[config.mk]
export PLATFORM = sky130hd
export DESIGN_NAME = fpadd_seq
export DESIGN_NICKNAME = d
export VERILOG_FILES = /design/src/rtl/fpadd_pkg.sv /design/src/rtl/fpadd_unpack.sv /design/src/rtl/fpadd_round.sv /design/src/rtl/fpadd_seq.sv
export SDC_FILE = /design/constraint.sdc
export NUM_CORES = 1
export LEC_CHECK = 0
export BUFFER_PORTS_ARGS = -buffer_cell sky130_fd_sc_hd__clkbuf_2
export CORE_UTILIZATION = 65
export DETAILED_ROUTE_END_ITERATION = 10
export HOLD_SLACK_MARGIN = 0.1
export PLACE_DENSITY = 0.86
export SYNTH_ARGS = -nofsm -noshare
export SYNTH_HDL_FRONTEND = slang
export SYNTH_SLANG_ARGS = --single-unit
[constraint.sdc]
create_clock -name clk -period 10.9 [get_ports clk]
set_input_delay 0.545 -clock clk [delete_from_list [all_inputs] [get_ports clk]]
set_output_delay 0.545 -clock clk [all_outputs]
set_load 0.02 [all_outputs]
[src/rtl/fpadd_pkg.sv]
`timescale 1ns/1ps
package fpadd_pkg;
    typedef enum logic [2:0] {
        S_IDLE, S_SPECIAL, S_ALIGN, S_ADD, S_NORM, S_ROUND, S_DONE
    } fpadd_state_t;

    // extra low-order bits carried below the significand: guard, round
    localparam int XTRA = 2;
endpackage

[src/rtl/fpadd_unpack.sv]
`timescale 1ns/1ps
module fpadd_unpack
    import fpadd_pkg::*;
#(
    parameter int EXP_W = 8,
    parameter int MAN_W = 23
) (
    input  logic [EXP_W+MAN_W:0]       op,
    output logic                       sgn,
    output logic [EXP_W-1:0]           expo,
    output logic [MAN_W+XTRA:0]        sig,
    output logic                       is_nan,
    output logic                       is_inf
);
    logic exp_max, exp_min, frac_nz;

    always_comb begin
        sgn     = op[EXP_W+MAN_W];
        expo    = op[EXP_W+MAN_W-1:MAN_W];
        exp_max = &expo;
        exp_min = ~|expo;
        frac_nz = |op[MAN_W-1:0];
        is_nan  = exp_max & frac_nz;
        is_inf  = exp_max & ~frac_nz;
        // subnormals flush to zero; hidden one restored otherwise
        sig     = exp_min ? '0 : {1'b1, op[MAN_W-1:0], {XTRA{1'b0}}};
    end
endmodule

[src/rtl/fpadd_round.sv]
`timescale 1ns/1ps
module fpadd_round
    import fpadd_pkg::*;
#(
    parameter int SIG_W = 24
) (
    input  logic [SIG_W+XTRA-1:0] ext,
    output logic [SIG_W:0]        rnd,
    output logic                  carry
);
    logic guard_b, round_b, lsb_b, bump;

    always_comb begin
        guard_b = ext[XTRA-1];
        round_b = ext[XTRA-2];
        lsb_b   = ext[XTRA];
        bump    = guard_b & (round_b | lsb_b);
        rnd     = {1'b0, ext[SIG_W+XTRA-1:XTRA]} + {{SIG_W{1'b0}}, bump};
        carry   = rnd[SIG_W];
    end
endmodule

[src/rtl/fpadd_seq.sv]
`timescale 1ns/1ps
module fpadd_seq
    import fpadd_pkg::*;
#(
    parameter int EXP_W = 8,
    parameter int MAN_W = 23
) (
    input  logic                   clk,
    input  logic                   rst_n,
    input  logic                   start,
    input  logic [EXP_W+MAN_W:0]   op_a,
    input  logic [EXP_W+MAN_W:0]   op_b,
    output logic [EXP_W+MAN_W:0]   result,
    output logic                   done,
    output logic                   ovf,
    output logic                   unf
);
    localparam int W     = EXP_W + MAN_W + 1;
    localparam int SIG_W = MAN_W + 1;
    localparam int EXT_W = SIG_W + XTRA;
    localparam int ACC_W = EXT_W + 1;
    localparam int ER_W  = EXP_W + 2;
    localparam int CNT_W = $clog2(EXT_W + 1);
    localparam int EMAX  = (1 << EXP_W) - 1;
    localparam logic signed [ER_W-1:0] EMAX_S = ER_W'(EMAX);
    localparam logic signed [ER_W-1:0] ZERO_S = '0;
    localparam logic [W-2:0] INF_MAG = {{EXP_W{1'b1}}, {MAN_W{1'b0}}};
    localparam logic [W-1:0] QNAN    = {1'b0, {EXP_W{1'b1}}, 1'b1, {(MAN_W-1){1'b0}}};

    fpadd_state_t state_q, state_d;

    // unpacked operand fields, live on the ports
    logic             pa_sgn, pb_sgn, pa_nan, pb_nan, pa_inf, pb_inf;
    logic [EXP_W-1:0] pa_exp, pb_exp;
    logic [EXT_W-1:0] pa_sig, pb_sig;

    fpadd_unpack #(.EXP_W(EXP_W), .MAN_W(MAN_W)) u_unp_a (
        .op(op_a), .sgn(pa_sgn), .expo(pa_exp), .sig(pa_sig),
        .is_nan(pa_nan), .is_inf(pa_inf));
    fpadd_unpack #(.EXP_W(EXP_W), .MAN_W(MAN_W)) u_unp_b (
        .op(op_b), .sgn(pb_sgn), .expo(pb_exp), .sig(pb_sig),
        .is_nan(pb_nan), .is_inf(pb_inf));

    // captured operands and working registers
    logic                    sgn_a_q, sgn_b_q, nan_a_q, nan_b_q, inf_a_q, inf_b_q;
    logic [EXP_W-1:0]        exp_a_q, exp_b_q;
    logic [EXT_W-1:0]        sig_a_q, sig_b_q;
    logic [CNT_W-1:0]        cnt_q;
    logic [ACC_W-1:0]        acc_q;
    logic signed [ER_W-1:0]  exp_r_q;
    logic                    sgn_r_q, sub_q;
    logic [W-1:0]            res_q;
    logic                    ovf_q, unf_q;

    // combinational decisions
    logic             any_nan, spec_hit, a_big, far;
    logic [W-1:0]     spec_res;
    logic [EXP_W-1:0] gap;
    logic             acc_zero, acc_carry, acc_norm, exp_hi, exp_lo;
    logic [SIG_W:0]   rnd_val;
    logic             rnd_carry;

    fpadd_round #(.SIG_W(SIG_W)) u_rnd (
        .ext(acc_q[EXT_W-1:0]), .rnd(rnd_val), .carry(rnd_carry));

    always_comb begin
        any_nan   = nan_a_q | nan_b_q | (inf_a_q & inf_b_q & (sgn_a_q ^ sgn_b_q));
        spec_hit  = any_nan | inf_a_q | inf_b_q;
        spec_res  = any_nan ? QNAN : (inf_a_q ? {sgn_a_q, INF_MAG} : {sgn_b_q, INF_MAG});
        a_big     = {exp_a_q, sig_a_q} >= {exp_b_q, sig_b_q};
        gap       = a_big ? (exp_a_q - exp_b_q) : (exp_b_q - exp_a_q);
        far       = int'(gap) >= EXT_W;
        acc_zero  = ~|acc_q;
        acc_carry = acc_q[ACC_W-1];
        acc_norm  = acc_q[ACC_W-2];
        exp_hi    = exp_r_q >= EMAX_S;
        exp_lo    = exp_r_q <= ZERO_S;
    end

    // state register
    always_ff @(posedge clk or negedge rst_n) begin
        if (!rst_n) state_q <= S_IDLE;
        else        state_q <= state_d;
    end

    // next state
    always_comb begin
        state_d = state_q;
        unique case (state_q)
            S_IDLE:    if (start) state_d = S_SPECIAL;
            S_SPECIAL: state_d = spec_hit ? S_DONE : S_ALIGN;
            S_ALIGN:   if (cnt_q == '0) state_d = S_ADD;
            S_ADD:     state_d = S_NORM;
            S_NORM: begin
                if (acc_zero)
                    state_d = S_DONE;
                else if (!acc_carry && acc_norm)
                    state_d = (exp_hi || exp_lo) ? S_DONE : S_ROUND;
            end
            S_ROUND:   state_d = rnd_carry ? S_NORM : S_DONE;
            S_DONE:    state_d = S_IDLE;
            default:   state_d = S_IDLE;
        endcase
    end

    // datapath
    always_ff @(posedge clk or negedge rst_n) begin
        if (!rst_n) begin
            sgn_a_q <= 1'b0; sgn_b_q <= 1'b0; nan_a_q <= 1'b0; nan_b_q <= 1'b0;
            inf_a_q <= 1'b0; inf_b_q <= 1'b0; exp_a_q <= '0; exp_b_q <= '0;
            sig_a_q <= '0; sig_b_q <= '0; cnt_q <= '0; acc_q <= '0;
            exp_r_q <= '0; sgn_r_q <= 1'b0; sub_q <= 1'b0;
            res_q <= '0; ovf_q <= 1'b0; unf_q <= 1'b0;
        end else begin
            unique case (state_q)
                S_IDLE: if (start) begin
                    sgn_a_q <= pa_sgn; sgn_b_q <= pb_sgn;
                    nan_a_q <= pa_nan; nan_b_q <= pb_nan;
                    inf_a_q <= pa_inf; inf_b_q <= pb_inf;
                    exp_a_q <= pa_exp; exp_b_q <= pb_exp;
                    sig_a_q <= pa_sig; sig_b_q <= pb_sig;
                    ovf_q   <= 1'b0;   unf_q   <= 1'b0;
                end
                S_SPECIAL: begin
                    if (spec_hit) begin
                        res_q <= spec_res;
                    end else begin
                        sig_a_q <= a_big ? sig_a_q : sig_b_q;
                        sig_b_q <= far ? '0 : (a_big ? sig_b_q : sig_a_q);
                        exp_r_q <= a_big ? ER_W'(exp_a_q) : ER_W'(exp_b_q);
                        sgn_r_q <= a_big ? sgn_a_q : sgn_b_q;
                        sub_q   <= sgn_a_q ^ sgn_b_q;
                        cnt_q   <= far ? '0 : CNT_W'(gap);
                    end
                end
                S_ALIGN: if (cnt_q != '0) begin
                    sig_b_q <= sig_b_q >> 1;
                    cnt_q   <= cnt_q - 1'b1;
                end
                S_ADD: begin
                    acc_q <= sub_q ? ({1'b0, sig_a_q} - {1'b0, sig_b_q})
                                   : ({1'b0, sig_a_q} + {1'b0, sig_b_q});
                end
                S_NORM: begin
                    if (acc_zero) begin
                        res_q <= '0;
                    end else if (acc_carry) begin
                        acc_q   <= acc_q >> 1;
                        exp_r_q <= exp_r_q + ER_W'(1);
                    end else if (!acc_norm) begin
                        acc_q   <= acc_q << 1;
                        exp_r_q <= exp_r_q - ER_W'(1);
                    end else if (exp_hi) begin
                        res_q <= {sgn_r_q, INF_MAG};
                        ovf_q <= 1'b1;
                    end else if (exp_lo) begin
                        res_q <= {sgn_r_q, {(W-1){1'b0}}};
                        unf_q <= 1'b1;
                    end
                end
                S_ROUND: begin
                    acc_q <= {rnd_val, {XTRA{1'b0}}};
                    if (!rnd_carry)
                        res_q <= {sgn_r_q, exp_r_q[EXP_W-1:0], rnd_val[MAN_W-1:0]};
                end
                default: ;
            endcase
        end
    end

    // outputs
    always_comb begin
        done   = (state_q == S_DONE);
        result = res_q;
        ovf    = ovf_q;
        unf    = unf_q;
    end

    // completion is a single-cycle pulse
    a_r10_done_pulse: assert property (@(posedge clk) disable iff (!rst_n)
        done |=> !done);
    // a new operation only begins from IDLE, so a busy start cannot restart it
    a_r10_busy_ignore: assert property (@(posedge clk) disable iff (!rst_n)
        (state_q != S_IDLE) |=> (state_q != S_SPECIAL));
    // the rounder only ever sees a normalized significand without carry
    a_r4_round_normal: assert property (@(posedge clk) disable iff (!rst_n)
        (state_q == S_ROUND) |-> (acc_q[ACC_W-2] && !acc_q[ACC_W-1]));
    // an exact cancellation finishes next cycle with +0
    a_r2_exact_zero: assert property (@(posedge clk) disable iff (!rst_n)
        (state_q == S_NORM && acc_q == '0) |=> (done && result == '0));
    // overflow flag comes with an infinity
    a_r7_ovf_inf: assert property (@(posedge clk) disable iff (!rst_n)
        ovf |-> (result[W-2:0] == INF_MAG));
    // underflow flag comes with a zero magnitude
    a_r8_unf_zero: assert property (@(posedge clk) disable iff (!rst_n)
        unf |-> (result[W-2:0] == '0));
    // flags are exclusive
    a_r11_flags_excl: assert property (@(posedge clk) disable iff (!rst_n)
        !(ovf && unf));
endmodule

# Word level (Yosys, flattened, before mapping)
# Cells that the tools add are included.
# classes
addsub	8
eq_ne	25
shifts	0
muxes	59
order_cmp	4
div	0
n_mul	0
n_bitwise	16
n_reduce_logical	32
# ops
operator	n
$mux W26	12
$mux W32	9
$pmux W32 S3	1
$pmux W27 S3	1
$pmux W26 S3	1
$mux W27	2
$pmux W26 S2	1
$reduce_or A23 Y1	2
$mux W10	4
$ge A34 B34 Y1	1
$add A26 B26 Y27	1
$reduce_or A27 Y1	1
$sub A26 B26 Y27	1
$ne A2 B2 Y1 const B	13
$add A24 B1 Y25	1
$pmux W10 S2	1
$pmux W3 S6	1
$mux W8	2
$reduce_and A8 Y1	2
$reduce_or A8 Y1	2
$sub A8 B8 Y8	2
$mux W3	5
$mux W5	3
$ne A3 B3 Y1 const B	5
other kinds (32)	70
# totals
mem_bits_rw	0
wordCells	164
memories	0
latchBits	0
regBits	155
mem_bits_ro	0
in_bits	67

# Longest topological paths before layout
# Gate-level depths: netlist (run 1).
# depth
depth_word	7
depth_mapped	17

# Cells and area by module
# From an unflattened synthesis (run 1), not the netlist that was laid out.
# hier_totals
cells_unflattened	1422
area_unflattened_um2	11956.5
# modules_own_cells
mod	cells_each	instances	area_per_inst_um2
fpadd_seq	1250	1	10809.1
fpadd_unpack	53	2	339.1
fpadd_round	66	1	469.2

# Worst setup path after synthesis (run 1)
# Ideal clock, no wire load.
# synth_timing
path_kind	register to register
start	register sig_b_q[7]
end	register acc_q[25]
path_stages_with_launch	16
setup_ps	95
slack_ps	6977
path_buffers	1
period_less_slack_ps	3923
required_time_ps	10805
t_arrival_ps	3827
path_cell_list	dfrtp_1 -> clkbuf_1 -> or4_1 -> nor3_1 -> nor3b_1 -> and2_1 -> nor2_1 -> xnor2_1 -> ha_1 -> and3_1 -> nand2_1 -> a2111oi_0 -> o21bai_1 -> a211oi_1 -> nor3_1 -> o31ai_1
# synth_via
elab_chain_cells	3
word_cells_on_any_way	4
cone_classes	2 x add/sub; 2 x mux
# synth_rtl
element	line_no	rtl
start, declared	fpadd_seq.sv:47	logic [EXT_W-1:0] sig_a_q, sig_b_q;
start signal, assigned	fpadd_seq.sv:121	sig_a_q <= pa_sig; sig_b_q <= pb_sig;
start signal, assigned	fpadd_seq.sv:129	sig_b_q <= far ? '0 : (a_big ? sig_b_q : sig_a_q);
start signal, assigned	fpadd_seq.sv:137	sig_b_q <= sig_b_q >> 1;
$add A26 B26 Y27 / $sub A26 B26 Y27 (equally long branches)	fpadd_seq.sv:142, fpadd_seq.sv:141	
$mux W27 (*)	fpadd_seq.sv:141	acc_q <= sub_q ? ({1'b0, sig_a_q} - {1'b0, sig_b_q})
$pmux W27 S3 (*)	fpadd_seq.sv:115	unique case (state_q)
end signal, assigned	fpadd_seq.sv:141	
end signal, assigned	fpadd_seq.sv:148	acc_q <= acc_q >> 1;
end signal, assigned	fpadd_seq.sv:151	acc_q <= acc_q << 1;
end, declared	fpadd_seq.sv:49	logic [ACC_W-1:0] acc_q;
# Mark *: on every way between the ends. The rest lies on a longest branch, timed or not.
# A chain may end at the register's enable or synchronous reset.

# Final worst setup path (run 1)
# Ends and elaborated chain as after synthesis.

==> results of run 1 <==
Yosys cell counts, types with 28 or more instances:
master / n
nor4_1: 31
nand2_1: 126
ha_1: 78
inv_1: 67
a21oi_1: 144
mux2i_1: 34
o21ai_0: 127
a221o_1: 28
a31oi_1: 45
nor3_1: 28
clkbuf_1: 80
xnor2_1: 61
dfrtp_1: 155
nor2_1: 81
placed cells by master, fill, tap and decap left out, types with 15 or more instances in the layout:
master,count
xnor2_1,61
xor2_1,17
clkbuf_2,100
mux2i_1,34
and3_1,16
nor2_1,80
a22oi_1,25
nor4_1,30
a21oi_2,21
nand2_1,126
nand3_1,16
o21ai_0,127
a21oi_1,143
dfrtp_1,155
nand4_1,19
buf_4,15
clkbuf_16,17
nor3_1,27
o22a_1,24
ha_1,78
a221o_1,28
inv_1,67
a21o_1,24
a31oi_1,45
final timing paths:
check	start	to	slack, ns	cells past startpoint
max	sig_b_q[7]	acc_q[25]	6.35	14
min	rst_n	result[25]	0.13	1
max reg2reg	sig_b_q[7]	acc_q[25]	6.35	14
min reg2reg	result[1]	result[1]	0.47	2
max in group asynchronous	rst_n	acc_q[26]	9.35	2
min in group clk	op_b[31]	sgn_b_q	0.29	3
state kept, by name, summed over array words and instances (netlist names):
name,cells
acc_q,27
cnt_q,5
exp_a_q,8
exp_b_q,8
exp_r_q,10
inf_a_q,1
inf_b_q,1
nan_a_q,1
nan_b_q,1
ovf,1
result,32
sgn_a_q,1
sgn_b_q,1
sgn_r_q,1
sig_a_q,26
sig_b_q,26
state_q,3
sub_q,1
unf,1
final cells by class:
| type | instances | area (um^2) |
|---|---|---|
| multi-input cells | 1127 | 7590 |
| well taps | 229 | 287 |
| repair buffers | 116 | 624 |
| clock buffers | 20 | 447 |
| fillers | 1393 | 4900 |
| inverters | 67 | 251 |
| clock inverters | 12 | 165 |
| flip-flops and latches | 155 | 3880 |
stage by stage:
stage	hold slack, ns	area (um^2)	utilization [%]	setup slack [ns]
global placement	0.459	12600	69.6	6.49
detailed placement	0.466	12600	69.6	6.42
finish	0.129	13200	73.0	6.35
CTS	0.154	13200	73.0	6.40
global route	0.187	13200	73.0	6.02
floorplan	0.249	12100	-	6.98
kinds of logic (layout without fill, tap and decap cells):
logic type      count (synthesis)  after routing  synth area share (%)
simple gates                  377            377                  15.0
flops                         155            155                  32.0
mux                            38             38                  3.18
compound gates                552            552                  29.7
buf+inv                       171            215                  5.74
fa+ha+maj                      82             82                  8.71
xor+xnor                       78             78                  5.64
per-layer routing:
layer  wire [um]  GRT usage, %  up-vias
met5           0             0        -
met4         963          14.7        0
met3        3010          5.66       91
met2       15000          53.6      643
met1       15100          51.7     5524
li1            -             -     5471
==> impl_metrics.yaml, run 1 <==
outcome:
  status: "finished with violations"
  violations: "DRC"
worst_setup_path:
  max_stage_delay_ns: 0.67
  critPathKind: "reg -> reg"
  cpMostUsedCell: "nor3_1"
  endpoint_kind: "register"
  cp-start-kind: "register"
  critPathRequiredTime_ns: 11.24
  crit_chain: "or4_1 > nor3_1 > nor3b_1 > and2_1 > nor2_1 > xnor2_1 > ha_1 > and3_1 > nand2_1 > a2111oi_0 > o21bai_1 > a211oi_1 > nor3_1 > o31ai_1"
  cp_max_fo: 8
  cp_data_arrival_time_ns: 4.89
  critPathSlowestCell: "a2111oi_0"
  cp.buffers_inverters: 0
  crit_family: "simple AND/OR/NAND/NOR gates"
route:
  viasPerCell: 6.80
  wl_per_cell_um: 19.7
  vias: 11729
  detail-route-antenna-nets: 0
  finalWirelength_mm: 34.1
  drc: 13
  drt_iter0_drc: 1407
  drtPass1Iterations: 8
timing:
  setup_tns_ns: 0
  worstMarginPinSlew_ns: 1.16
  post-route-min-period_ns: 4.55
  rsz0062_at_grt: "false"
  fmax_mhz: 220
  finalCritPeriodShare_pct: 41.7
  setup_viol: 0
  hold_viol_final: 0
  maxSlewViolCount: 0
  maxSlewHeadroom_pct: 22.7
  fin_skew_ns: 0.00920
clocking:
  hold_buffers: 0
  cts_buffers: 17
  clkTransAtPathRegs_ns: 0.06
  clockBufferDepth: 2
  cts_max_level: 4
  cts-root-buf: "clkbuf_16"
  clock_sinks: 155
  cts_tree: "done"
  post_cts_buffers: 0
  ctsResizeCount: 0
  insertion_delay_ns: 0.44
placed_design:
  portBuffers: 101
  dp.cells: 1694
  gp_congestion: 0.923
  dp_hpwl_mm: 24.0
yosys:
  syn-num-nets: 1602
  syn_area_um2: 12100
  synth.ff_latch_count: 155
  yosysTopAreaCellShare_pct: 32.0
  synth-edff-count: 0
  synthArstFlopShare_pct: 100
  yosys.area.top_type: "dfrtp_1"
  ys_types: 69
  synth_area_leaders: "dfrtp_1 (32%), ha_1 (8.1%), a21oi_1 (5.9%), o21ai_0 (5.2%), xnor2_1 (4.4%)"
  synthCells: 1453
  synth-main-ff-cell: "dfrtp_1"
  synth_area_per_cell_um2: 8.34
  seq_area_frac_synth_pct: 32.0
  synth-warning-count: 0
grt:
  grt_pass1_vias: 10737
  grt_pass1_wl_mm: 55.5
  grt_max_degree: 83
  grt-ovfl-total: 0
  grt_use_total_pct: 35.8
  antenna_found_initial: 0
floorplan:
  rows: 49
  coreArea_um2: 18100
  die_area_um2: 19200
  die_x_um: 139
  start_util_pct: 66.8
  io_pins: 102
  die_y_um: 139
finish:
  antenna_cells: 0
  area_growth_syn_to_layout_pct: 9.26
  layoutNonFillerInstCount: 1726
  nNetsFinal: 1633
  drive_gt1_share_pct: 12.5
hold_path:
  hold_class: "in -> async"
flow_run:
  max_cap_viol_count: 0
Power of run 1 is left out: the tool's default activity adds up to more than one toggle a clock period on the data nets, which glitch-free logic cannot reach.
==> inputs of run 2 (changes only) <==
- CORE_UTILIZATION: 65 -> 56
- PLACE_DENSITY: 0.86 -> 0.78
- clock period: 10.9 -> 4.1 ns (I/O delays scaled with it)
==> impl_metrics.yaml, run 2 (synthesized netlist as in run 1, its figures left out) <==
placed_design:
  portBuffers: 101
  place_area_um2: 12900
  gp_congestion: 0.919
  dp_hpwl_mm: 25.1
worst_setup_path:
  cp_max_fo: 6
  crit_chain: "or4_1 > nor3_2 > nor3b_4 > and2_1 > and4_1 > a21oi_1 > xnor2_1 > ha_1 > o21ai_0 > o21ai_0 > a31oi_1 > o221ai_1 > a21oi_1 > xnor2_1 > o211ai_1"
  max_stage_delay_ns: 0.57
  endpoint_kind: "register"
  critPathRequiredTime_ns: 4.40
  critPathSlowestCell: "or4_1"
  reg2regPathDepth: 15
  critPathKind: "reg -> reg"
  cp-start-kind: "register"
  cp_data_arrival_time_ns: 4.16
timing:
  maxSlewHeadroom_pct: 19.8
  hold_viol_final: 0
  maxSlewViolCount: 0
  fmax_mhz: 259
  fin_hold_ws_ns: 0.113
  setup_viol: 0
  fin_skew_ns: 0.00755
  post-route-min-period_ns: 3.86
  finalCritPeriodShare_pct: 94.1
  worstMarginPinSlew_ns: 1.20
floorplan:
  die_area_um2: 22200
  io_pins: 102
  die_x_um: 149
  coreArea_um2: 21200
  die_y_um: 149
  start_util_pct: 57.3
  rows: 53
finish:
  final_cell_mix: "dfrtp_1 (155), a21oi_1 (140), o21ai_0 (127), nand2_1 (126), clkbuf_2 (100)"
  area_growth_syn_to_layout_pct: 12.9
  largest_reg_flops: 32
  antenna_cells: 0
  post-route-util_pct: 64.7
  drive_gt1_share_pct: 13.8
  design_area_um2: 13700
  nNetsFinal: 1670
  mostFrequentLayoutCell: "dfrtp_1"
clocking:
  insertion_delay_ns: 0.44
  cts_max_level: 4
  clock_sinks: 155
  cts-root-buf: "clkbuf_16"
  clkTransAtPathRegs_ns: 0.07
  cts_tree: "done"
  clockBufferDepth: 2
  cts_buffers: 17
route:
  drc: 0
  vias: 11806
  top_layer: "met5"
  drt_iter0_drc: 975
  wl_per_cell_um: 19.7
  detail-route-antenna-nets: 0
  finalWirelength_mm: 35.5
  routed-wl-met3_mm: 2.98
  route.met2.wl_mm: 15.6
  drtPass1Iterations: 6
  wl_met1_mm: 15.8
  viasPerCell: 6.53
outcome:
  status: "finished clean"
grt:
  antenna_found_initial: 1
  grt_use_total_pct: 32.4
  grt_max_degree: 85
  grt_pass1_vias: 10666
  grt_pass1_wl_mm: 56.6
  grt-ovfl-total: 0
hold_path:
  hold_class: "in -> reg"
  hold_depth: 3
flow_run:
  max_cap_viol_count: 0
[run 2: cell count changes in the layout (fill, tap and decap cells not counted), sizes merged]
cell         before  now
buf              16   35
dlygate4sd3       0   18
inv              69   67
bufinv            3    4
clkbuf          120  121
clkinv            4    3
clkinvlp          3    4
[run 2: layer usage]
metal | GRT usage [%] | up-vias
met5 | 0 | -
met2 | 48.2 | 580
met3 | 5.50 | 91
li1 | - | 5545
met1 | 46.3 | 5588
met4 | 13.7 | 2
[run 2: timing repair]
action	in CTS	in global routing
setup buffers	0	0
endpoints found under the setup margin	1	4
hold buffers	18	0
gates resized for setup	1	6
gates cloned	0	0
hold endpoints to repair	100	0
[run 2: area by class of cell]
cell class	instances	area [um^2]
Multi-Input combinational cell	1127	7630
Fill cell	1794	7470
Sequential cell	155	3880
Timing Repair Buffer	153	960
Clock buffer	21	450
Tap cell	275	344
Inverter	67	251
Clock inverter	11	169
[run 2: final timing paths]
| path | startpoint | slack [ns] | end |
|---|---|---|---|
| hold reg to reg | result[5] | 0.48 | result[5] |
| setup reg to reg | sig_b_q[8] | 0.24 | acc_q[26] |
| min in group asynchronous | rst_n | 0.37 | unf |
| setup / recovery | sig_b_q[8] | 0.24 | acc_q[26] |
| max in group asynchronous | rst_n | 2.86 | exp_r_q[9] |
| hold / removal | op_a[20] | 0.11 | sig_a_q[22] |
[run 2: per-stage QoR]
stage | setup WS, ns | instances | TNS [ns]
2_1_floorplan | 0.177 | 1453 | 0
3_3_place_gp | 0.0209 | 1759 | 0
3_5_place_dp | -0.0746 | 1759 | -0.0746
4_1_cts | 0.0421 | 1809 | 0
5_1_grt | -0.0187 | 1809 | -0.0187
6_report | 0.242 | 1809 | 0
[run 2: worst max-delay path, delay by kind of cell, from the launching register on]
family                     cells  cell delay [ns]
and+or+nand+nor                5             1.52
AOI/OAI and AO/OA              7             1.17
DFF                            1             0.38
adders and majority gates      1             0.38
xor gates and xnor gates       2             0.27
Power of run 2 is left out for the same reason.
==> inputs of run 3 (changes only) <==
- CORE_UTILIZATION: 56 -> 41
- PLACE_DENSITY: 0.78 -> unset
==> impl_metrics.yaml, run 3 (synthesized netlist as in run 1, its figures left out) <==
outcome:
  status: "finished clean"
finish:
  final_cell_mix: "dfrtp_1 (155), a21oi_1 (141), o21ai_0 (127), nand2_1 (126), clkbuf_2 (100)"
  nNetsFinal: 1682
  mostFrequentLayoutCell: "dfrtp_1"
  area_growth_syn_to_layout_pct: 14.3
  largest_reg_flops: 32
  layoutNonFillerInstCount: 1929
  antenna_cells: 0
  drive_gt1_share_pct: 14.2
grt:
  grt_pass1_vias: 10679
  antenna_found_initial: 0
  grt-ovfl-total: 0
  grt_use_total_pct: 24.5
  grt_max_degree: 93
  grt_pass1_wl_mm: 59.2
placed_design:
  portBuffers: 101
  post-place-ws_ns: 0.0180
  dp_hpwl_mm: 26.8
  gp_congestion: 0.888
  dp.cells: 1875
clocking:
  cts-root-buf: "clkbuf_16"
  clockBufferDepth: 2
  cts_tree: "done"
  clkTransAtPathRegs_ns: 0.07
  cts_max_level: 4
  post_cts_buffers: 0
  cts_buffers: 17
  insertion_delay_ns: 0.44
  clock_sinks: 155
timing:
  hold_viol_final: 0
  rsz0062_at_grt: "false"
  post-route-min-period_ns: 3.86
  fin_skew_ns: 0.0131
  layout_setup_ws_ns: 0.239
  setup_viol: 0
  maxSlewHeadroom_pct: 20.5
  finalCritPeriodShare_pct: 94.2
  setup_tns_ns: 0
  worstMarginPinSlew_ns: 1.19
  fin_hold_ws_ns: 0.114
  fmax_mhz: 259
  maxSlewViolCount: 0
worst_setup_path:
  max_stage_delay_ns: 0.55
  cp_data_arrival_time_ns: 4.21
  endpoint_kind: "register"
  r2r_start: "sig_b_q[7]"
  startpoint: "sig_b_q[7]"
  crit_family: "simple AND/OR/NAND/NOR gates"
  cp_max_fo: 7
  cp.buffers_inverters: 2
  critPathSlowestCell: "or4_1"
  critPathRequiredTime_ns: 4.45
  cpMostUsedCell: "buf_4"
  cp-start-kind: "register"
  crit_chain: "or4_1 > nor3_2 > nor3b_4 > and2_1 > nor2_1 > xnor2_1 > ha_1 > and3_1 > nand2_1 > a2111oi_1 > buf_4 > o21bai_1 > buf_4 > o31a_1 > o221ai_1"
  critPathKind: "reg -> reg"
route:
  top_layer: "met4"
  drtPass1Iterations: 6
  finalWirelength_mm: 36.5
  wl_per_cell_um: 18.9
  viasPerCell: 6.00
  vias: 11577
  detail-route-antenna-nets: 0
  routed-wl-met3_mm: 2.52
  route.met2.wl_mm: 15.4
  wl_met1_mm: 18.1
  drt_iter0_drc: 1025
  drc: 0
floorplan:
  rows: 62
  die_y_um: 174
  coreArea_um2: 28900
  start_util_pct: 42.0
  io_pins: 102
  die_x_um: 174
  die_area_um2: 30300
hold_path:
  min_from: "op_a[20]"
  hold_class: "in -> reg"
flow_run:
  max_cap_viol_count: 0
run 3: cell count changes in the layout (fill, tap and decap cells not counted), sizes merged:
cell / before / now
clkinv: 3 / 5
clkbuf: 121 / 117
buf: 35 / 42
dlygate4sd3: 18 / 23
inv: 67 / 73
clkinvlp: 4 / 3
bufinv: 4 / 0
run 3: path summary, 6_finish.rpt:
path	endpoint	slack, ns	cells after the start
setup / recovery	acc_q[23]	0.24	15
hold / removal	sig_a_q[22]	0.11	3
setup reg to reg	acc_q[23]	0.24	15
hold reg to reg	result[0]	0.48	2
max in group asynchronous	result[9]	2.72	3
min in group asynchronous	result[24]	0.39	2
run 3: area by class of cell:
type	count	area [um^2]
Fill cell	2858	15000
Multi-Input combinational cell	1127	7630
Sequential cell	155	3880
Timing Repair Buffer	165	1070
Tap cell	384	480
Clock buffer	17	425
Inverter	67	251
Clock inverter	14	114
run 3: worst min-delay path: stages:
cell      delay [ns]
clkbuf_2        0.09
a22oi_1         0.06
a31oi_1         0.16
run 3: metal layers:
| layer | global-route usage (%) | vias up |
|---|---|---|
| li1 | - | 5571 |
| met1 | 37.4 | 5514 |
| met2 | 35.5 | 458 |
| met3 | 3.39 | 34 |
| met4 | 6.94 | 0 |
| met5 | 0 | - |
run 3: timing repair:
action	in CTS	in global routing
hold endpoints to repair	112	0
endpoints found under the setup margin	0	7
gates resized for setup	0	7
hold buffers	23	0
run 3: stage by stage:
step | cell area [um^2] | utilization, %
5_1_grt | 13900 | 48.0
2_1_floorplan | 12100 | -
3_3_place_gp | 13100 | 45.2
6_report | 13900 | 48.0
3_5_place_dp | 13100 | 45.2
4_1_cts | 13800 | 47.9
Power of run 3 is left out for the same reason.
